$ cat src/rtl/mesi_pkg.sv
// Shared types for the coherence controller.
// Assumes a two-bit encoding for line state and bus command.
package mesi_pkg;
    typedef enum logic [1:0] {
        LS_INV = 2'd0,
        LS_SHD = 2'd1,
        LS_EXC = 2'd2,
        LS_MOD = 2'd3
    } line_state_e;

    typedef enum logic [1:0] {
        BC_NONE  = 2'd0,
        BC_READ  = 2'd1,
        BC_READX = 2'd2,
        BC_UPGR  = 2'd3
    } bus_cmd_e;

    typedef enum logic {
        PH_IDLE = 1'b0,
        PH_WAIT = 1'b1
    } ctrl_phase_e;
endpackage

$ cat src/rtl/mesi_tag_array.sv
// Direct-mapped tag and state storage with two read ports and one write port.
// Port A serves the processor and port B serves the snooper.
// Assumes the caller arbitrates the single write port.
module mesi_tag_array
    import mesi_pkg::*;
#(
    parameter int NUM_LINES = 4,
    parameter int TAG_W     = 10,
    localparam int IDX_W    = $clog2(NUM_LINES)
) (
    input  logic             clk,
    input  logic             rst_n,
    input  logic [IDX_W-1:0] rd_a_idx,
    output logic [TAG_W-1:0] rd_a_tag,
    output line_state_e      rd_a_state,
    input  logic [IDX_W-1:0] rd_b_idx,
    output logic [TAG_W-1:0] rd_b_tag,
    output line_state_e      rd_b_state,
    input  logic             wr_en,
    input  logic [IDX_W-1:0] wr_idx,
    input  logic [TAG_W-1:0] wr_tag,
    input  line_state_e      wr_state
);
    logic [NUM_LINES-1:0][1:0]       st_vec;
    logic [NUM_LINES-1:0][TAG_W-1:0] tg_vec;

    for (genvar i = 0; i < NUM_LINES; i++) begin : g_line
        logic [1:0]       st_q;
        logic [TAG_W-1:0] tg_q;
        // Per-line register: clear on reset, load on a matching write.
        always_ff @(posedge clk) begin
            if (!rst_n) begin
                st_q <= LS_INV;
                tg_q <= '0;
            end else if (wr_en && (wr_idx == IDX_W'(i))) begin
                st_q <= wr_state;
                tg_q <= wr_tag;
            end
        end
        assign st_vec[i] = st_q;
        assign tg_vec[i] = tg_q;
    end

    // Read ports: plain indexed lookup.
    always_comb begin
        rd_a_state = line_state_e'(st_vec[rd_a_idx]);
        rd_a_tag   = tg_vec[rd_a_idx];
        rd_b_state = line_state_e'(st_vec[rd_b_idx]);
        rd_b_tag   = tg_vec[rd_b_idx];
    end
endmodule

$ cat src/rtl/mesi_snoop_logic.sv
// Reacts to one snooped bus transaction against the addressed line.
// Produces the shared-line drive, the flush strobe and the line's new state.
// Assumes line_hit already folds in tag match and validity.
// C2C_SHARE selects whether an exclusive-clean holder supplies data.
module mesi_snoop_logic
    import mesi_pkg::*;
#(
    parameter bit C2C_SHARE = 1'b1
) (
    input  logic        clk,
    input  logic        rst_n,
    input  logic        snp_valid,
    input  bus_cmd_e    snp_cmd,
    input  logic        line_hit,
    input  line_state_e line_state,
    output logic        shared_drv,
    output logic        flush,
    output logic        upd_en,
    output line_state_e upd_state
);
    logic exc_supplies;

    if (C2C_SHARE) begin : g_c2c
        assign exc_supplies = 1'b1;
    end else begin : g_mem
        assign exc_supplies = 1'b0;
    end

    // Snoop reaction: demote on read, invalidate on exclusive request.
    always_comb begin
        shared_drv = 1'b0;
        flush      = 1'b0;
        upd_en     = 1'b0;
        upd_state  = line_state;
        if (snp_valid && line_hit) begin
            unique case (snp_cmd)
                BC_READ: begin
                    shared_drv = 1'b1;
                    if (line_state == LS_MOD) begin
                        flush     = 1'b1;
                        upd_en    = 1'b1;
                        upd_state = LS_SHD;
                    end else if (line_state == LS_EXC) begin
                        flush     = exc_supplies;
                        upd_en    = 1'b1;
                        upd_state = LS_SHD;
                    end
                end
                BC_READX, BC_UPGR: begin
                    flush     = (line_state == LS_MOD);
                    upd_en    = 1'b1;
                    upd_state = LS_INV;
                end
                default: ;
            endcase
        end
    end


    flush_src_chk: assert property (@(posedge clk) disable iff (!rst_n)
        flush |-> (line_state == LS_MOD || line_state == LS_EXC));


    shared_read_chk: assert property (@(posedge clk) disable iff (!rst_n)
        shared_drv |-> (snp_cmd == BC_READ && line_state != LS_INV));
endmodule

$ cat src/rtl/mesi_cpu_ctrl.sv
// Processor-side sequencer: serves hits locally, launches one bus request
// per miss or upgrade, and installs the line on grant.
// Assumes cpu_req is held until cpu_ack and snoops never coincide with grant.
module mesi_cpu_ctrl
    import mesi_pkg::*;
#(
    parameter int IDX_W = 2,
    parameter int TAG_W = 10
) (
    input  logic             clk,
    input  logic             rst_n,
    input  logic             cpu_req,
    input  logic             cpu_we,
    input  logic [IDX_W-1:0] cpu_idx,
    input  logic [TAG_W-1:0] cpu_tag,
    input  logic             look_hit,
    input  line_state_e      look_state,
    input  logic             snoop_busy,
    input  logic             snoop_inval,
    input  logic [IDX_W-1:0] snoop_idx,
    input  logic             bus_gnt,
    input  logic             bus_shared_in,
    output logic             cpu_ack,
    output logic             bus_req,
    output bus_cmd_e         bus_cmd,
    output logic [IDX_W-1:0] bus_idx,
    output logic [TAG_W-1:0] bus_tag,
    output logic             wr_en,
    output logic [IDX_W-1:0] wr_idx,
    output logic [TAG_W-1:0] wr_tag,
    output line_state_e      wr_state
);
    ctrl_phase_e      phase_q;
    bus_cmd_e         pend_cmd_q;
    logic [IDX_W-1:0] pend_idx_q;
    logic [TAG_W-1:0] pend_tag_q;

    logic     idle, serve, local_ok, launch;
    bus_cmd_e launch_cmd;

    // Decide between local completion and a bus request.
    always_comb begin
        idle       = (phase_q == PH_IDLE);
        serve      = idle && cpu_req && !snoop_busy;
        local_ok   = look_hit && (!cpu_we || look_state == LS_EXC || look_state == LS_MOD);
        launch     = serve && !local_ok;
        launch_cmd = !cpu_we ? BC_READ : (look_hit ? BC_UPGR : BC_READX);
        cpu_ack    = idle ? (serve && local_ok) : bus_gnt;
    end

    // State-array update from a silent upgrade or from a granted fill.
    always_comb begin
        wr_en    = 1'b0;
        wr_idx   = cpu_idx;
        wr_tag   = cpu_tag;
        wr_state = LS_MOD;
        if (serve && cpu_we && look_hit && look_state == LS_EXC) begin
            wr_en = 1'b1;
        end else if (!idle && bus_gnt) begin
            wr_en    = 1'b1;
            wr_idx   = pend_idx_q;
            wr_tag   = pend_tag_q;
            wr_state = (pend_cmd_q == BC_READ) ? (bus_shared_in ? LS_SHD : LS_EXC) : LS_MOD;
        end
    end

    // Request tracking: launch, promote a lost upgrade, retire on grant.
    always_ff @(posedge clk) begin
        if (!rst_n) begin
            phase_q    <= PH_IDLE;
            pend_cmd_q <= BC_NONE;
            pend_idx_q <= '0;
            pend_tag_q <= '0;
        end else if (launch) begin
            phase_q    <= PH_WAIT;
            pend_cmd_q <= launch_cmd;
            pend_idx_q <= cpu_idx;
            pend_tag_q <= cpu_tag;
        end else if (!idle && bus_gnt) begin
            phase_q    <= PH_IDLE;
            pend_cmd_q <= BC_NONE;
        end else if (!idle && pend_cmd_q == BC_UPGR && snoop_inval && snoop_idx == pend_idx_q) begin
            pend_cmd_q <= BC_READX;
        end
    end

    // Bus-side view of the pending request.
    always_comb begin
        bus_req = !idle;
        bus_cmd = idle ? BC_NONE : pend_cmd_q;
        bus_idx = pend_idx_q;
        bus_tag = pend_tag_q;
    end


    req_hold_chk: assert property (@(posedge clk) disable iff (!rst_n)
        (bus_req && !bus_gnt) |=> (bus_req && $stable(bus_idx) && $stable(bus_tag)));


    snoop_first_chk: assert property (@(posedge clk) disable iff (!rst_n)
        (snoop_busy && !bus_req) |=> !bus_req);


    upg_promote_chk: assert property (@(posedge clk) disable iff (!rst_n)
        (bus_req && !bus_gnt && bus_cmd == BC_UPGR && snoop_inval && snoop_idx == bus_idx)
        |=> (bus_cmd == BC_READX));


    local_hit_chk: assert property (@(posedge clk) disable iff (!rst_n)
        (cpu_ack && !bus_req) |=> !bus_req);
endmodule

$ cat src/rtl/mesi_snoop_ctrl.sv
// Top of the per-cache coherence controller.
// Splits line addresses into index and tag, looks up both sides in the
// state array, and gives snoop updates priority on the single write port.
// Assumes line addresses and external arbitration of the shared bus.
module mesi_snoop_ctrl
    import mesi_pkg::*;
#(
    parameter int LINE_W    = 12,
    parameter int NUM_LINES = 4,
    parameter bit C2C_SHARE = 1'b1,
    localparam int IDX_W    = $clog2(NUM_LINES),
    localparam int TAG_W    = LINE_W - IDX_W
) (
    input  logic              clk,
    input  logic              rst_n,
    input  logic              cpu_req,
    input  logic              cpu_we,
    input  logic [LINE_W-1:0] cpu_line,
    output logic              cpu_ack,
    output logic              bus_req,
    output logic [1:0]        bus_cmd,
    output logic [LINE_W-1:0] bus_line,
    input  logic              bus_gnt,
    input  logic              bus_shared_in,
    input  logic              snp_valid,
    input  logic [1:0]        snp_cmd,
    input  logic [LINE_W-1:0] snp_line,
    output logic              snp_shared,
    output logic              snp_flush
);
    logic [IDX_W-1:0] cpu_idx, snp_idx, bus_idx, cw_idx, w_idx;
    logic [TAG_W-1:0] cpu_tag, snp_tag, bus_tag, cw_tag, w_tag;
    logic [TAG_W-1:0] a_tag, b_tag;
    line_state_e      a_state, b_state, s_upd_state, cw_state, w_state;
    logic             cpu_hit, snp_hit, s_upd_en, cw_en, w_en;
    bus_cmd_e         bus_cmd_e_w;

    // Address split for both lookup sides.
    always_comb begin
        cpu_idx = cpu_line[IDX_W-1:0];
        cpu_tag = cpu_line[LINE_W-1:IDX_W];
        snp_idx = snp_line[IDX_W-1:0];
        snp_tag = snp_line[LINE_W-1:IDX_W];
    end

    mesi_tag_array #(.NUM_LINES(NUM_LINES), .TAG_W(TAG_W)) u_array (
        .clk(clk), .rst_n(rst_n),
        .rd_a_idx(cpu_idx), .rd_a_tag(a_tag), .rd_a_state(a_state),
        .rd_b_idx(snp_idx), .rd_b_tag(b_tag), .rd_b_state(b_state),
        .wr_en(w_en), .wr_idx(w_idx), .wr_tag(w_tag), .wr_state(w_state)
    );

    // Hit detection: tag match on a valid line.
    always_comb begin
        cpu_hit = (a_tag == cpu_tag) && (a_state != LS_INV);
        snp_hit = (b_tag == snp_tag) && (b_state != LS_INV);
    end

    mesi_snoop_logic #(.C2C_SHARE(C2C_SHARE)) u_snoop (
        .clk(clk), .rst_n(rst_n),
        .snp_valid(snp_valid), .snp_cmd(bus_cmd_e'(snp_cmd)),
        .line_hit(snp_hit), .line_state(b_state),
        .shared_drv(snp_shared), .flush(snp_flush),
        .upd_en(s_upd_en), .upd_state(s_upd_state)
    );

    mesi_cpu_ctrl #(.IDX_W(IDX_W), .TAG_W(TAG_W)) u_cpu (
        .clk(clk), .rst_n(rst_n),
        .cpu_req(cpu_req), .cpu_we(cpu_we),
        .cpu_idx(cpu_idx), .cpu_tag(cpu_tag),
        .look_hit(cpu_hit), .look_state(a_state),
        .snoop_busy(snp_valid),
        .snoop_inval(s_upd_en && s_upd_state == LS_INV),
        .snoop_idx(snp_idx),
        .bus_gnt(bus_gnt), .bus_shared_in(bus_shared_in),
        .cpu_ack(cpu_ack), .bus_req(bus_req), .bus_cmd(bus_cmd_e_w),
        .bus_idx(bus_idx), .bus_tag(bus_tag),
        .wr_en(cw_en), .wr_idx(cw_idx), .wr_tag(cw_tag), .wr_state(cw_state)
    );

    // Write-port arbitration: a snoop update wins over the processor side.
    always_comb begin
        w_en    = s_upd_en || cw_en;
        w_idx   = s_upd_en ? snp_idx : cw_idx;
        w_tag   = s_upd_en ? b_tag : cw_tag;
        w_state = s_upd_en ? s_upd_state : cw_state;
    end

    // Bus-side outputs.
    always_comb begin
        bus_cmd  = bus_cmd_e_w;
        bus_line = {bus_tag, bus_idx};
    end


    silent_upg_chk: assert property (@(posedge clk) disable iff (!rst_n)
        (cpu_req && cpu_we && cpu_ack && !bus_req) |=> !bus_req);
endmodule

$ cat config.mk
export PLATFORM = sky130hd
export DESIGN_NAME = mesi_snoop_ctrl
export DESIGN_NICKNAME = d
export VERILOG_FILES = /design/src/rtl/mesi_pkg.sv /design/src/rtl/mesi_tag_array.sv /design/src/rtl/mesi_snoop_logic.sv /design/src/rtl/mesi_cpu_ctrl.sv /design/src/rtl/mesi_snoop_ctrl.sv
export SDC_FILE = /design/constraint.sdc
export NUM_CORES = 1
export LEC_CHECK = 0
export BUFFER_PORTS_ARGS = -buffer_cell sky130_fd_sc_hd__buf_2
export CELL_PAD_IN_SITES_DETAIL_PLACEMENT = 0
export CELL_PAD_IN_SITES_GLOBAL_PLACEMENT = 2
export CORE_ASPECT_RATIO = 0.8
export CORE_UTILIZATION = 34
export CTS_CLUSTER_DIAMETER = 30
export DETAILED_ROUTE_END_ITERATION = 7
export PLACE_DENSITY = 0.76
export SYNTH_ARGS = -nofsm -noshare
export SYNTH_HDL_FRONTEND = slang
export SYNTH_SLANG_ARGS = --single-unit
$ cat constraint.sdc
create_clock -name clk -period 2.6 [get_ports clk]
set_input_delay 0.13 -clock clk [delete_from_list [all_inputs] [get_ports clk]]
set_output_delay 0.13 -clock clk [all_outputs]
set_load 0.1 [all_outputs]
==> impl_metrics.env <==
export IMPL_start_util_pct=35.0
export IMPL_synth_top_cell_area_share_pct=33.0
export IMPL_critPathTopFamily="simple AND/OR/NAND/NOR gates"
export IMPL_drtIter0Drc=184
export IMPL_fp_dieW_um=120
export IMPL_ys_ff_latch=63
export IMPL_endpoint="snp_shared"
export IMPL_final_net_count=511
export IMPL_grt_pass1_wl_um=17900
export IMPL_yosys_warnings=0
export IMPL_area_delta_synth_final_pct=37.3
export IMPL_grt_max_degree=40
export IMPL_cts_root_buf="clkbuf_16"
export IMPL_groute_usage_overall_pct=20.6
export IMPL_synth_async_sr_flop_share_pct=0
export IMPL_reg2reg_to="u_array.g_line[2].tg_q[0]"
export IMPL_wl_um=11200
export IMPL_fin_crit_ps=2760
export IMPL_power_leakage_uw=0.00210
export IMPL_dpl_hpwl_um=8370
export IMPL_yosysUniqueCellTypes=42
export IMPL_status="complete, but fails checks"
export IMPL_ir_worst_vdd_uv=287
export IMPL_nFillCells=1043
export IMPL_crit_cells=7
export IMPL_grt_overflow_total=0
export IMPL_grt_pass1_vias=3081
export IMPL_antenna_found_initial=0
export IMPL_via_per_inst=5.15
export IMPL_fin_skew_ps=4.98
export IMPL_setup_viol=50
export IMPL_synth_area_um2=3820
export IMPL_startpoint_type="flop"
export IMPL_grt_use_met3_pct=4.48
export IMPL_crit_path_start="u_array.g_line[3].tg_q[7]"
export IMPL_drc=0
export IMPL_worst_setup_path_end_kind="output port"
export IMPL_first_pass_iters=4
export IMPL_io_pins=51
export IMPL_yosys_area_top_type="dfxtp_1"
export IMPL_slowest_delay_ps=540
export IMPL_cp_cell_sequence="mux4_2 > xnor2_2 > o211ai_1 > or4_4 > buf_6 > nor3b_4 > buf_12"
export IMPL_row_count=34
export IMPL_worstRegToRegCells=10
export IMPL_worstSetupPathType="flop to output port"
export IMPL_antenna_left=0
export IMPL_synthesis_nets=394
export IMPL_h_tree_depth=3
export IMPL_critPathSlowestCell="or4_4"
export IMPL_maxCapViolCount=0
export IMPL_antenna_cells=0
export IMPL_clkLatencyLatePin_ps=330
export IMPL_reg2reg_from="u_array.g_line[3].tg_q[7]"
export IMPL_cts_hold_buf=0
export IMPL_syn_mean_instance_area_um2=10.6
export IMPL_relSlewSlack_pct=49.1
export IMPL_hold_slack_ps=92.3
export IMPL_clock_sinks=63
export IMPL_use_met2_pct=29.1
export IMPL_cts_buffers_inserted=9
export IMPL_final_hold_violation_count=0
export IMPL_fin_util_pct=48.1
export IMPL_grt_setup_unrepaired="true"
export IMPL_drv_slew=0
export IMPL_ys_flop_type="dfxtp_1"
export IMPL_num_vias=3224
export IMPL_fin_tns_setup_ps=-3810
export IMPL_die_h_um=96.8
export IMPL_io_buffers=50
export IMPL_cts_buffer_depth=2
export IMPL_fmax_ghz=0.362
export IMPL_synth_enable_flop_cells=0
export IMPL_powerDensity_nw_per_um2=475
export IMPL_synth_area_leaders="dfxtp_1 33%, mux2i_1 21%, mux4_2 12%"
export IMPL_ys_seq_area_share_pct=33.0
export IMPL_met1_usage_pct=31.3
export IMPL_core_um2=10900
export IMPL_clk_pin_slew_ps=50
export IMPL_path_max_fanout=3
export IMPL_setup_slack_ps=-160
export IMPL_crit_buf_inv=2
export IMPL_cp_required_ps=2470
export IMPL_layout_drive_gt1_share_pct=42.7
export IMPL_period_share_pct=106
export IMPL_wire_per_inst_um=17.9
export IMPL_cts_tree="done"
export IMPL_dieArea_um2=11700
export IMPL_grt_busiest_layer="met1"
export IMPL_violations="negative setup slack"
export IMPL_worst_slew_pin_slew_ps=764
export IMPL_min_path_type="input pin to flop"
export IMPL_ff2ff_setup_slack_ps=-140
export IMPL_finalWeightedCongestion=0.781
export IMPL_cp_arrival_ps=2630
export IMPL_synth_cells=361
-- worst register-to-register path: stages (launching register included) --
cell,delay [ps]
dfxtp_2,320
mux4_2,510
xnor2_2,200
o211ai_1,170
or4_4,540
buf_4,160
buf_6,140
o21ai_4,160
o211ai_1,110
buf_4,210
mux2i_1,140
-- per-stage QoR --
step	power, uW	cells	setup WS (ps)	area [um2]
final	2490	626	-160	5240
after global routing	2590	626	-250	5240
after CTS	2490	617	-177	5110
after detailed placement	1400	590	-509	4650
after global placement	1390	590	-501	4650
after floorplan	1280	361	-244	3860
-- flip-flops by register name (all words and copies together), names as in the netlist --
signal	cells
u_cpu.bus_idx	2
u_array.g_line.st_q	8
u_cpu.pend_cmd_q	2
u_array.g_line.tg_q	40
u_cpu.bus_req	1
u_cpu.bus_tag	10
-- timing repair --
item | CTS | global route
pin swaps | 19 | 10
resized for setup | 40 | 16
endpoints found under the setup margin | 51 | 52
buffers inserted | 12 | 9
-- final cells by class --
cell class / instances / area [um2] / share of cell area, %
repair buffers: 131 / 1000 / 19.1
well taps: 144 / 180 / 3.44
flip-flops and latches: 63 / 1270 / 24.2
multi-input cells: 270 / 2520 / 48.0
inverters: 3 / 11.3 / 0.215
clock buffers: 14 / 254 / 4.85
clock inverters: 1 / 5.00 / 0.0955
-- kinds of logic after synthesis --
family | after synthesis | share of synthesized area (%)
AND/OR/NAND/NOR | 107 | 14.3
XOR/XNOR | 20 | 4.59
multiplexers | 103 | 34.5
AO/OA/AOI/OAI | 40 | 8.49
buffers and inverters | 28 | 5.05
flip-flops | 63 | 33.0
-- Yosys cell counts (2+ instances only) --
library cell   instances
clkbuf_1               7
nor3b_1                4
nor2_1                 6
nand4_1                3
a21boi_0               3
nand3_1                3
o32ai_2                2
mux4_1                 2
and2_1                 2
nand2b_1               4
buf_6                  6
nand2_1               60
a21oi_1                3
mux2_2                 2
xnor2_1               18
buf_2                  3
dlygate4sd1_1          4
dfxtp_1               63
buf_4                  5
nor2b_1               15
o32ai_4                2
mux4_2                20
o21ai_0               12
mux2i_1               79
o211ai_1              13
inv_1                  3
xor2_1                 2
-- layout by cell type (no fill, tap or decap), drive strengths merged, types with 2 or more instances in the layout --
master / instances
buf: 131
o32ai: 4
and2: 2
dfxtp: 63
o211ai: 13
nor3b: 4
nand2: 61
clkbuf: 14
inv: 3
mux2: 2
nor4: 2
nand3: 4
mux4: 22
a21oi: 4
xnor2: 18
nand2b: 4
nand4: 3
nor2b: 15
o21ai: 13
a21boi: 3
mux2i: 79
xor2: 2
nor2: 6
-- layer usage --
layer | wire length, um | up-vias
met5 | 0 | -
met4 | 107 | 0
met3 | 532 | 9
met2 | 4810 | 82
met1 | 5750 | 1589
li1 | - | 1544
-- how the worst min path moves through the flow --
| stage | startpoint | to | slack (ps) | cells past startpoint |
|---|---|---|---|---|
| after CTS | cpu_we | u_cpu.pend_cmd_q[1] | 90 | 3 |
| final | cpu_we | u_cpu.pend_cmd_q[1] | 90 | 3 |
| after floorplan | cpu_we | u_cpu.pend_cmd_q[1] | 280 | 2 |
| after global placement | cpu_we | u_cpu.pend_cmd_q[1] | 430 | 3 |
| after detailed placement | cpu_we | u_cpu.pend_cmd_q[1] | 440 | 3 |
| after global routing | cpu_we | u_cpu.pend_cmd_q[1] | 110 | 3 |
-- where the power goes --
group          internal (uW)  total, uW  switching, uW
registers                986       1000           16.1
clock network            665       1080            412
logic                    157        411            254
(Power assumes the default switching activity.)
